`config.mk`:
```
export PLATFORM = sky130hd
export DESIGN_NAME = bufdesc_dma
export DESIGN_NICKNAME = d
export VERILOG_FILES = /design/src/rtl/bufdesc_dma_pkg.sv /design/src/rtl/bufdesc_desc_cap.sv /design/src/rtl/bufdesc_span.sv /design/src/rtl/bufdesc_ring.sv /design/src/rtl/bufdesc_dma.sv
export SDC_FILE = /design/constraint.sdc
export NUM_CORES = 1
export LEC_CHECK = 0
export BUFFER_PORTS_ARGS = -buffer_cell sky130_fd_sc_hd__buf_4
export CELL_PAD_IN_SITES_DETAIL_PLACEMENT = 0
export CELL_PAD_IN_SITES_GLOBAL_PLACEMENT = 1
export CORE_ASPECT_RATIO = 0.9
export CORE_MARGIN = 2
export CORE_UTILIZATION = 39
export DETAILED_ROUTE_END_ITERATION = 16
export PLACE_DENSITY = 0.8
export SLEW_MARGIN = 20
export SYNTH_ARGS = -nofsm -noshare
export SYNTH_HDL_FRONTEND = slang
export SYNTH_SLANG_ARGS = --single-unit
```
`constraint.sdc`:
```
create_clock -name clk -period 5.5 [get_ports clk]
set_clock_uncertainty 0.05 [all_clocks]
set_input_delay 1.1 -clock clk [delete_from_list [all_inputs] [get_ports clk]]
set_output_delay 1.1 -clock clk [all_outputs]
set_load 0.03 [all_outputs]
```
`src/rtl/bufdesc_dma_pkg.sv`:
```
package bufdesc_dma_pkg;

   localparam int DESC_BYTES  = 16;
   localparam int DESC_LAST   = DESC_BYTES - 1;
   localparam int ADDR_BITS   = 64;
   localparam int LEN_BITS    = 32;
   localparam int STS_BITS    = 3;

   localparam int STS_IOC     = 0;
   localparam int STS_MEMERR  = 1;
   localparam int STS_NOBASE  = 2;

   typedef enum logic [2:0] {
      ST_IDLE,
      ST_FETCH,
      ST_EVAL,
      ST_CHUNK,
      ST_MOVE,
      ST_POST
   } eng_state_e;

endpackage

```
`src/rtl/bufdesc_desc_cap.sv`:
```
module bufdesc_desc_cap
   import bufdesc_dma_pkg::*;
(
   input  logic                 clk,
   input  logic                 rst_n,
   input  logic                 cap_en,
   input  logic [3:0]           cap_sel,
   input  logic [7:0]           cap_byte,
   output logic [ADDR_BITS-1:0] d_addr,
   output logic [LEN_BITS-1:0]  d_len,
   output logic                 d_ioc
);

   localparam int LANES = (ADDR_BITS + LEN_BITS) / 8;
   localparam int FLAG_LANE = LANES;

   logic [ADDR_BITS+LEN_BITS-1:0] raw_q;
   logic                          ioc_q;

   always_ff @(posedge clk or negedge rst_n) begin
      if (!rst_n) begin
         raw_q <= '0;
         ioc_q <= 1'b0;
      end else if (cap_en) begin
         for (int i = 0; i < LANES; i++) begin
            if (cap_sel == 4'(i)) raw_q[8*i +: 8] <= cap_byte;
         end
         if (cap_sel == 4'(FLAG_LANE)) ioc_q <= cap_byte[0];
      end
   end

   assign d_addr = raw_q[ADDR_BITS-1:0];
   assign d_len  = raw_q[ADDR_BITS +: LEN_BITS];
   assign d_ioc  = ioc_q;

endmodule

```
`src/rtl/bufdesc_span.sv`:
```
module bufdesc_span
   import bufdesc_dma_pkg::*;
#(
   parameter int FIFO_W = 16
) (
   input  logic [LEN_BITS-1:0] d_len,
   input  logic [LEN_BITS-1:0] off,
   input  logic [LEN_BITS-1:0] want,
   input  logic [FIFO_W-1:0]   fifo_size,
   output logic                buf_done,
   output logic [LEN_BITS-1:0] take,
   output logic [FIFO_W-1:0]   chunk
);

   logic [LEN_BITS-1:0] rem;
   logic [LEN_BITS-1:0] fsz;

   always_comb begin
      buf_done = (d_len == '0) || (off >= d_len);
      rem      = buf_done ? '0 : (d_len - off);
      take     = (want < rem) ? want : rem;
      fsz      = (fifo_size == '0) ? LEN_BITS'(1) : LEN_BITS'(fifo_size);
      chunk    = (want < fsz) ? want[FIFO_W-1:0] : fsz[FIFO_W-1:0];
   end

endmodule

```
`src/rtl/bufdesc_ring.sv`:
```
module bufdesc_ring #(
   parameter int IDX_W          = 8,
   parameter int POS_W          = 32,
   parameter bit POS_WRAP_RESET = 1'b1
) (
   input  logic             clk,
   input  logic             rst_n,
   input  logic             restart,
   input  logic             step,
   input  logic             advance,
   input  logic [IDX_W-1:0] last_idx,
   output logic [IDX_W-1:0] idx,
   output logic [POS_W-1:0] pos
);

   logic wrap_now;
   assign wrap_now = advance && (idx == last_idx);

   always_ff @(posedge clk or negedge rst_n) begin
      if (!rst_n)           idx <= '0;
      else if (restart)     idx <= '0;
      else if (wrap_now)    idx <= '0;
      else if (advance)     idx <= idx + IDX_W'(1);
   end

   if (POS_WRAP_RESET) begin : g_pos_wrap
      always_ff @(posedge clk or negedge rst_n) begin
         if (!rst_n)                  pos <= '0;
         else if (restart || wrap_now) pos <= '0;
         else if (step)               pos <= pos + POS_W'(1);
      end
   end else begin : g_pos_free
      always_ff @(posedge clk or negedge rst_n) begin
         if (!rst_n)       pos <= '0;
         else if (restart) pos <= '0;
         else if (step)    pos <= pos + POS_W'(1);
      end
   end

endmodule

```
`src/rtl/bufdesc_dma.sv`:
```
module bufdesc_dma
   import bufdesc_dma_pkg::*;
#(
   parameter int IDX_W          = 8,
   parameter int FIFO_W         = 16,
   parameter int POS_W          = 32,
   parameter bit POS_WRAP_RESET = 1'b1
) (
   input  logic                 clk,
   input  logic                 rst_n,
   input  logic                 list_start,
   input  logic [ADDR_BITS-1:0] list_base,
   input  logic [IDX_W-1:0]     last_idx,
   input  logic [FIFO_W-1:0]    fifo_size,
   input  logic                 dir_to_mem,
   input  logic                 xfer_valid,
   input  logic [LEN_BITS-1:0]  xfer_bytes,
   output logic                 xfer_ready,
   output logic                 xfer_done,
   output logic [LEN_BITS-1:0]  xfer_moved,
   output logic                 chunk_go,
   output logic [FIFO_W-1:0]    chunk_len,
   output logic                 mem_req,
   output logic                 mem_we,
   output logic [ADDR_BITS-1:0] mem_addr,
   output logic [7:0]           mem_wdata,
   input  logic                 mem_ack,
   input  logic                 mem_err,
   input  logic [7:0]           mem_rdata,
   output logic                 fifo_push,
   output logic [7:0]           fifo_push_data,
   output logic                 fifo_pop,
   input  logic [7:0]           fifo_pop_data,
   output logic [IDX_W-1:0]     cur_idx,
   output logic [LEN_BITS-1:0]  buf_off,
   output logic [POS_W-1:0]     list_pos,
   output logic [STS_BITS-1:0]  sts,
   input  logic [STS_BITS-1:0]  sts_clr
);

   localparam int FCNT_W = $clog2(DESC_BYTES);

   if (IDX_W < 1 || IDX_W > ADDR_BITS - FCNT_W) begin : g_bad_idx
      $error("bufdesc_dma: IDX_W out of range");
   end
   if (FIFO_W < 1 || FIFO_W > LEN_BITS) begin : g_bad_fifo
      $error("bufdesc_dma: FIFO_W out of range");
   end
   if (POS_W < 1) begin : g_bad_pos
      $error("bufdesc_dma: POS_W must be positive");
   end

   eng_state_e           st;
   logic [LEN_BITS-1:0]  xfer_left;
   logic [LEN_BITS-1:0]  moved_q;
   logic [LEN_BITS-1:0]  off_q;
   logic [FCNT_W-1:0]    fcnt;
   logic [FIFO_W-1:0]    chunk_left;
   logic                 loaded;
   logic                 done_q;
   logic [STS_BITS-1:0]  sts_q;
   logic [STS_BITS-1:0]  sts_set;

   logic [ADDR_BITS-1:0] d_addr;
   logic [LEN_BITS-1:0]  d_len;
   logic                 d_ioc;
   logic                 buf_done;
   logic [LEN_BITS-1:0]  take;
   logic [FIFO_W-1:0]    chunk;
   logic [IDX_W-1:0]     idx;
   logic [POS_W-1:0]     pos;

   logic acc_ok, acc_bad, in_fetch, in_move, in_idle, accept, base_zero;

   assign in_fetch  = (st == ST_FETCH);
   assign in_move   = (st == ST_MOVE);
   assign in_idle   = (st == ST_IDLE);
   assign acc_ok    = mem_ack && !mem_err;
   assign acc_bad   = mem_ack && mem_err;
   assign accept    = in_idle && !list_start && xfer_valid;
   assign base_zero = (list_base == '0);

   bufdesc_desc_cap u_cap (
      .clk      (clk),
      .rst_n    (rst_n),
      .cap_en   (in_fetch && acc_ok),
      .cap_sel  (fcnt),
      .cap_byte (mem_rdata),
      .d_addr   (d_addr),
      .d_len    (d_len),
      .d_ioc    (d_ioc)
   );

   bufdesc_span #(.FIFO_W(FIFO_W)) u_span (
      .d_len     (d_len),
      .off       (off_q),
      .want      (xfer_left),
      .fifo_size (fifo_size),
      .buf_done  (buf_done),
      .take      (take),
      .chunk     (chunk)
   );

   bufdesc_ring #(
      .IDX_W          (IDX_W),
      .POS_W          (POS_W),
      .POS_WRAP_RESET (POS_WRAP_RESET)
   ) u_ring (
      .clk      (clk),
      .rst_n    (rst_n),
      .restart  (in_idle && list_start),
      .step     (in_move && acc_ok),
      .advance  ((st == ST_POST) && buf_done),
      .last_idx (last_idx),
      .idx      (idx),
      .pos      (pos)
   );

   // memory port: descriptor bytes while fetching, buffer bytes while moving
   always_comb begin
      mem_req   = in_fetch || in_move;
      mem_we    = in_move && dir_to_mem;
      mem_wdata = fifo_pop_data;
      if (in_fetch)
         mem_addr = list_base + (ADDR_BITS'(idx) << FCNT_W) + ADDR_BITS'(fcnt);
      else
         mem_addr = d_addr + ADDR_BITS'(off_q);
   end

   assign fifo_push      = in_move && acc_ok && !dir_to_mem;
   assign fifo_push_data = mem_rdata;
   assign fifo_pop       = in_move && acc_ok && dir_to_mem;

   assign chunk_go   = (st == ST_CHUNK);
   assign chunk_len  = chunk;
   assign xfer_ready = in_idle;
   assign xfer_done  = done_q;
   assign xfer_moved = moved_q;
   assign cur_idx    = idx;
   assign buf_off    = off_q;
   assign list_pos   = pos;
   assign sts        = sts_q;

   always_comb begin
      sts_set             = '0;
      sts_set[STS_IOC]    = (st == ST_POST) && buf_done && d_ioc;
      sts_set[STS_MEMERR] = (in_fetch || in_move) && acc_bad;
      sts_set[STS_NOBASE] = accept && !loaded && base_zero;
   end

   always_ff @(posedge clk or negedge rst_n) begin
      if (!rst_n) sts_q <= '0;
      else        sts_q <= (sts_q & ~sts_clr) | sts_set;
   end

   always_ff @(posedge clk or negedge rst_n) begin
      if (!rst_n) begin
         st         <= ST_IDLE;
         xfer_left  <= '0;
         moved_q    <= '0;
         off_q      <= '0;
         fcnt       <= '0;
         chunk_left <= '0;
         loaded     <= 1'b0;
         done_q     <= 1'b0;
      end else begin
         done_q <= 1'b0;
         case (st)
            ST_IDLE: begin
               if (list_start) begin
                  loaded <= 1'b0;
                  off_q  <= '0;
               end else if (xfer_valid) begin
                  moved_q   <= '0;
                  xfer_left <= xfer_bytes;
                  if (loaded) begin
                     st <= ST_EVAL;
                  end else if (base_zero) begin
                     done_q <= 1'b1;
                  end else begin
                     fcnt <= '0;
                     st   <= ST_FETCH;
                  end
               end
            end
            ST_FETCH: begin
               if (acc_bad) begin
                  done_q <= 1'b1;
                  st     <= ST_IDLE;
               end else if (acc_ok) begin
                  if (fcnt == FCNT_W'(DESC_LAST)) begin
                     loaded <= 1'b1;
                     off_q  <= '0;
                     st     <= ST_EVAL;
                  end else begin
                     fcnt <= fcnt + FCNT_W'(1);
                  end
               end
            end
            ST_EVAL: begin
               if (buf_done) begin
                  st <= ST_POST;
               end else if (take == '0) begin
                  done_q <= 1'b1;
                  st     <= ST_IDLE;
               end else begin
                  xfer_left <= take;
                  st        <= ST_CHUNK;
               end
            end
            ST_CHUNK: begin
               chunk_left <= chunk;
               st         <= ST_MOVE;
            end
            ST_MOVE: begin
               if (acc_bad) begin
                  done_q <= 1'b1;
                  st     <= ST_IDLE;
               end else if (acc_ok) begin
                  off_q      <= off_q + LEN_BITS'(1);
                  moved_q    <= moved_q + LEN_BITS'(1);
                  xfer_left  <= xfer_left - LEN_BITS'(1);
                  chunk_left <= chunk_left - FIFO_W'(1);
                  if (xfer_left == LEN_BITS'(1))
                     st <= ST_POST;
                  else if (chunk_left == FIFO_W'(1))
                     st <= ST_CHUNK;
               end
            end
            ST_POST: begin
               if (buf_done) loaded <= 1'b0;
               done_q <= 1'b1;
               st     <= ST_IDLE;
            end
            default: st <= ST_IDLE;
         endcase
      end
   end

endmodule

```
==> key figures <==
Clocking
  – Worst skew pair latency: 0.60 ns
  – CTS sink count: 261
  – # hold bufs at CTS: 0
  – Max clock buf depth: 3
  – CTS Buf Count: 30
  – Clk root buf: clkbuf_16
  – H-Tree Depth: 1
  – Clock slew at reported path FFs: roughly 0.06 ns
  – CTS tree: built

Drt
  – Post-route antenna net violation count: 0
  – # DRC: 2
  – Post-DR vias/cell: between 5 and 6
  – Drt wl/cell: 22.1 µm
  – Drt first pass iters: 12
  – Vias: between 20000 and 25000
  – DRT Wirelength: between 80 and 90 mm
  – Initial DRC Count: 1706

Cells and area
  – Non-filler cells, final: 3657
  – Post-Route Utilization: approximately half
  – Area growth syn-to-layout: 27.5%
  – Ratio of cells with drive above 1 in the final layout: 26.6%
  – Nets@finish: 3218

STA
  – Max Freq: 187 MHz
  – Min Tclk post-route: 5.36 ns
  – Final Cycle Share: 97.4%
  – RSZ-0062 raised after global routing: yes
  – Slew Limit Fails: 0
  – Min Hold Slack: 0.465 ns
  – Hold Fails Final Rpt: 0
  – Slew of the pin with the lowest slew margin: 1.04 ns
  – Max-slew headroom: between 20 and 30%
  – Number of setup violations in the final report: 0

Synth
  – Top cells by area, synth: dfrtp_1 (31%), ha_1 (7.9%), mux2_2 (5.9%)
  – Register area share after synthesis: just over 30%
  – Yosys top cell area share: 30.9%
  – Distinct cell type count after synthesis: 84
  – Syn_nets: 2797
  – Top_reg_cell synth: dfrtp_1
  – Synth area leader: dfrtp_1
  – Yosys warns: 0
  – Synth cell count leaders: dfrtp_1 (261), nor2_1 (249), nand2_1 (247)
  – Most frequent cell after synthesis: dfrtp_1
  – Mapped Cells: 2514
  – Synthesized area per cell: between 8 and 9 µm²
  – Synth Cell Area: 0.0211 mm²
  – Yosys reg bits: 261
  – Post-synth EDFFs: 0
  – Ys async rst share: 100%

GRT
  – Largest net degree at the start of global routing: 96
  – Initial antenna violation count: 5
  – First-pass GRT wire length: 123 mm
  – Vias in the first global route: about 21000
  – Tot GR Track Use: 27.9%
  – Grt total ovfl: 0

Die
  – Core area: about 0.053 mm²
  – Die width: between 200 and 250 µm
  – Initial core utilization: 39.7%
  – Die Area: approximately 0.056 mm²
  – Die H: 225 µm
  – Ports: 356
  – Std cell rows: 80

Min path
  – Min-delay src: u_cap.raw_q[17]
  – Hold Path End: u_cap.raw_q[17]
  – Hold Crit Depth: 1
  – Hold WC Path Type: register to register

Run
  – Max-Cap Viols: 0

Power
  – Total power: between 15000 and 20000 µW
  – Static leakage power: 0.0124 µW
  – Maximum vdd drop: 798 µV
  – Power Density: 655 mW/mm²

Critical path
  – Crit path cell chain: buf_6, ha_4, inv_2, fa_2, nor2b_2, o21ai_2, a21boi_2, o41ai_4, a21o_1, a21oi_2, o21ai_2, a211oi_2, buf_4, nor3_4, buf_6, or4_4, a31oi_4, buf_6
  – FF-to-FF path depth: 25
  – Crit path from: buf_off[0]
  – Reg2reg setup slack: 0.22 ns
  – Crit path max-delay family: compound AO/OA/AOI/OAI gates
  – Critical path data arrival time: roughly 4.2 ns
  – Crit end category: output port
  – Worst R2R End: xfer_left[27]
  – R2R Path Start: buf_off[1]
  – WP data required: 4.35 ns
  – Slowest cell delay on critical path: 0.49 ns
  – Crit path kind: register to output port
  – Slowest cell on crit path: or4_4
  – Crit path top cell by count: buf_6
  – Crit-path max FO: 6
  – Buf+Inv Stages, Crit Path: 5
  – Crit path launch type: register

Run status
  – Status: complete, but fails checks
  – Violated checks: design-rule violations

Placed design
  – Detail Placement HPWL: ~62 mm
  – IO Port Bufs: 339
  – Placed Cells: 3581
  – Routability cong.: 0.950
-- cells by family after synthesis --
group                      Yosys count  synth area share, %
and+or+nand+nor                    966                 22.2
AOI/OAI and AO/OA                  562                 17.7
DFF                                261                 30.9
xor gates and xnor gates           238                 9.86
buffers and inverters              220                 4.27
adders and majority gates          138                 8.26
muxes                              129                 6.76
-- layout make-up --
cell class	instances	area, µm²
clock buffer	42	886
antenna	1	2.50
fill	5132	26300
tap	697	872
sequential	261	6540
clock inverter	14	126
timing repair buffer	495	3820
inverter	114	428
multi-input combinational	2033	14300
-- where the power goes --
group / internal (µW) / switching [µW]
registers: 2390 / 732
logic: 5390 / 7060
clock network: 1170 / 918
-- sequential cells by signal, summed over array words and instances (netlist names) --
signal and cells:
u_cap.raw_q 96, u_cap.d_ioc 1, buf_off 32, fcnt 4
xfer_left 32, u_ring.pos 32, st 3, loaded 1
xfer_moved 32, chunk_left 16, xfer_done 1, sts 3
u_ring.idx 8
-- worst reg2reg max path, cell delays in order, from the launching register on --
cell	delay, ns
dfrtp_2	0.40
inv_2	0.09
ha_1	0.26
nor2b_1	0.17
o31ai_2	0.35
a211oi_2	0.15
buf_4	0.17
o2111ai_2	0.22
o22ai_2	0.14
a311oi_2	0.31
xnor2_1	0.18
nand2_1	0.13
ha_4	0.28
nand4_1	0.14
buf_4	0.17
o211ai_1	0.20
a21oi_2	0.07
o21ai_1	0.08
o31ai_1	0.08
buf_4	0.17
a211o_1	0.31
o41ai_4	0.28
buf_4	0.19
a31oi_4	0.14
buf_12	0.24
o32ai_4	0.22
-- how the worst max path moves through the flow --
stage / to / slack, ns / cells after the start
3_3_place_gp: mem_addr[52] / -0.03 / 17
3_5_place_dp: xfer_left[27] / -0.08 / 28
5_1_grt: xfer_left[10] / -0.1 / 27
4_1_cts: mem_addr[42] / 0.0009 / 18
2_1_floorplan: xfer_left[10] / 0.01 / 25
6_report: mem_addr[52] / 0.14 / 18
-- timing repair --
action                                  CTS  global route
buffers inserted                          3            14
pin swaps                                 6            33
endpoints found under the setup margin   59            66
gates cloned                              1             1
resized for setup                        21            99
-- cell usage in the layout, fill, tap and decap left out, types with 16 or more instances in the layout --
cell type  Yosys  layout
clkbuf_16      0      31
ha_1         134     125
mux2_2       111     111
a21oi_1      141     134
inv_1        114     110
o21a_1        22      22
buf_4         16     479
mux2i_1       18      16
dfrtp_1      261     258
nand4_1       48      48
or2_2         16      16
and3_1        59      58
nor2b_1       21      20
xnor2_1      128     127
a221oi_1      19      19
o21ai_0      131     124
a21o_1        32      32
or3_1         29      28
xor2_1       110     110
o211ai_1      18      18
nor4_1        53      52
nand2_1      247     246
nand2b_1      26      26
a31oi_1       45      35
nand3_1       93      93
nor3_1        66      62
nor2_1       249     245
-- through the flow --
stage,setup WS (ns),instance area [µm²],TNS [ns]
4_1_cts,0.000906,26300,0
3_3_place_gp,-0.0348,25200,-0.0529
5_1_grt,-0.0953,27000,-2.25
2_1_floorplan,0.0106,21200,0
6_report,0.144,27000,0
3_5_place_dp,-0.0845,25200,-0.419
-- metal layers --
metal  routed length, µm  vias to the layer above  track usage, %
met4                2780                        4            8.80
met3                5390                      149            4.28
met5                  31                        -               0
met2               37000                      805            44.6
li1                    -                     9953               -
met1               35500                    10541            38.7
No activity file was read; power rests on OpenSTA's default activity.
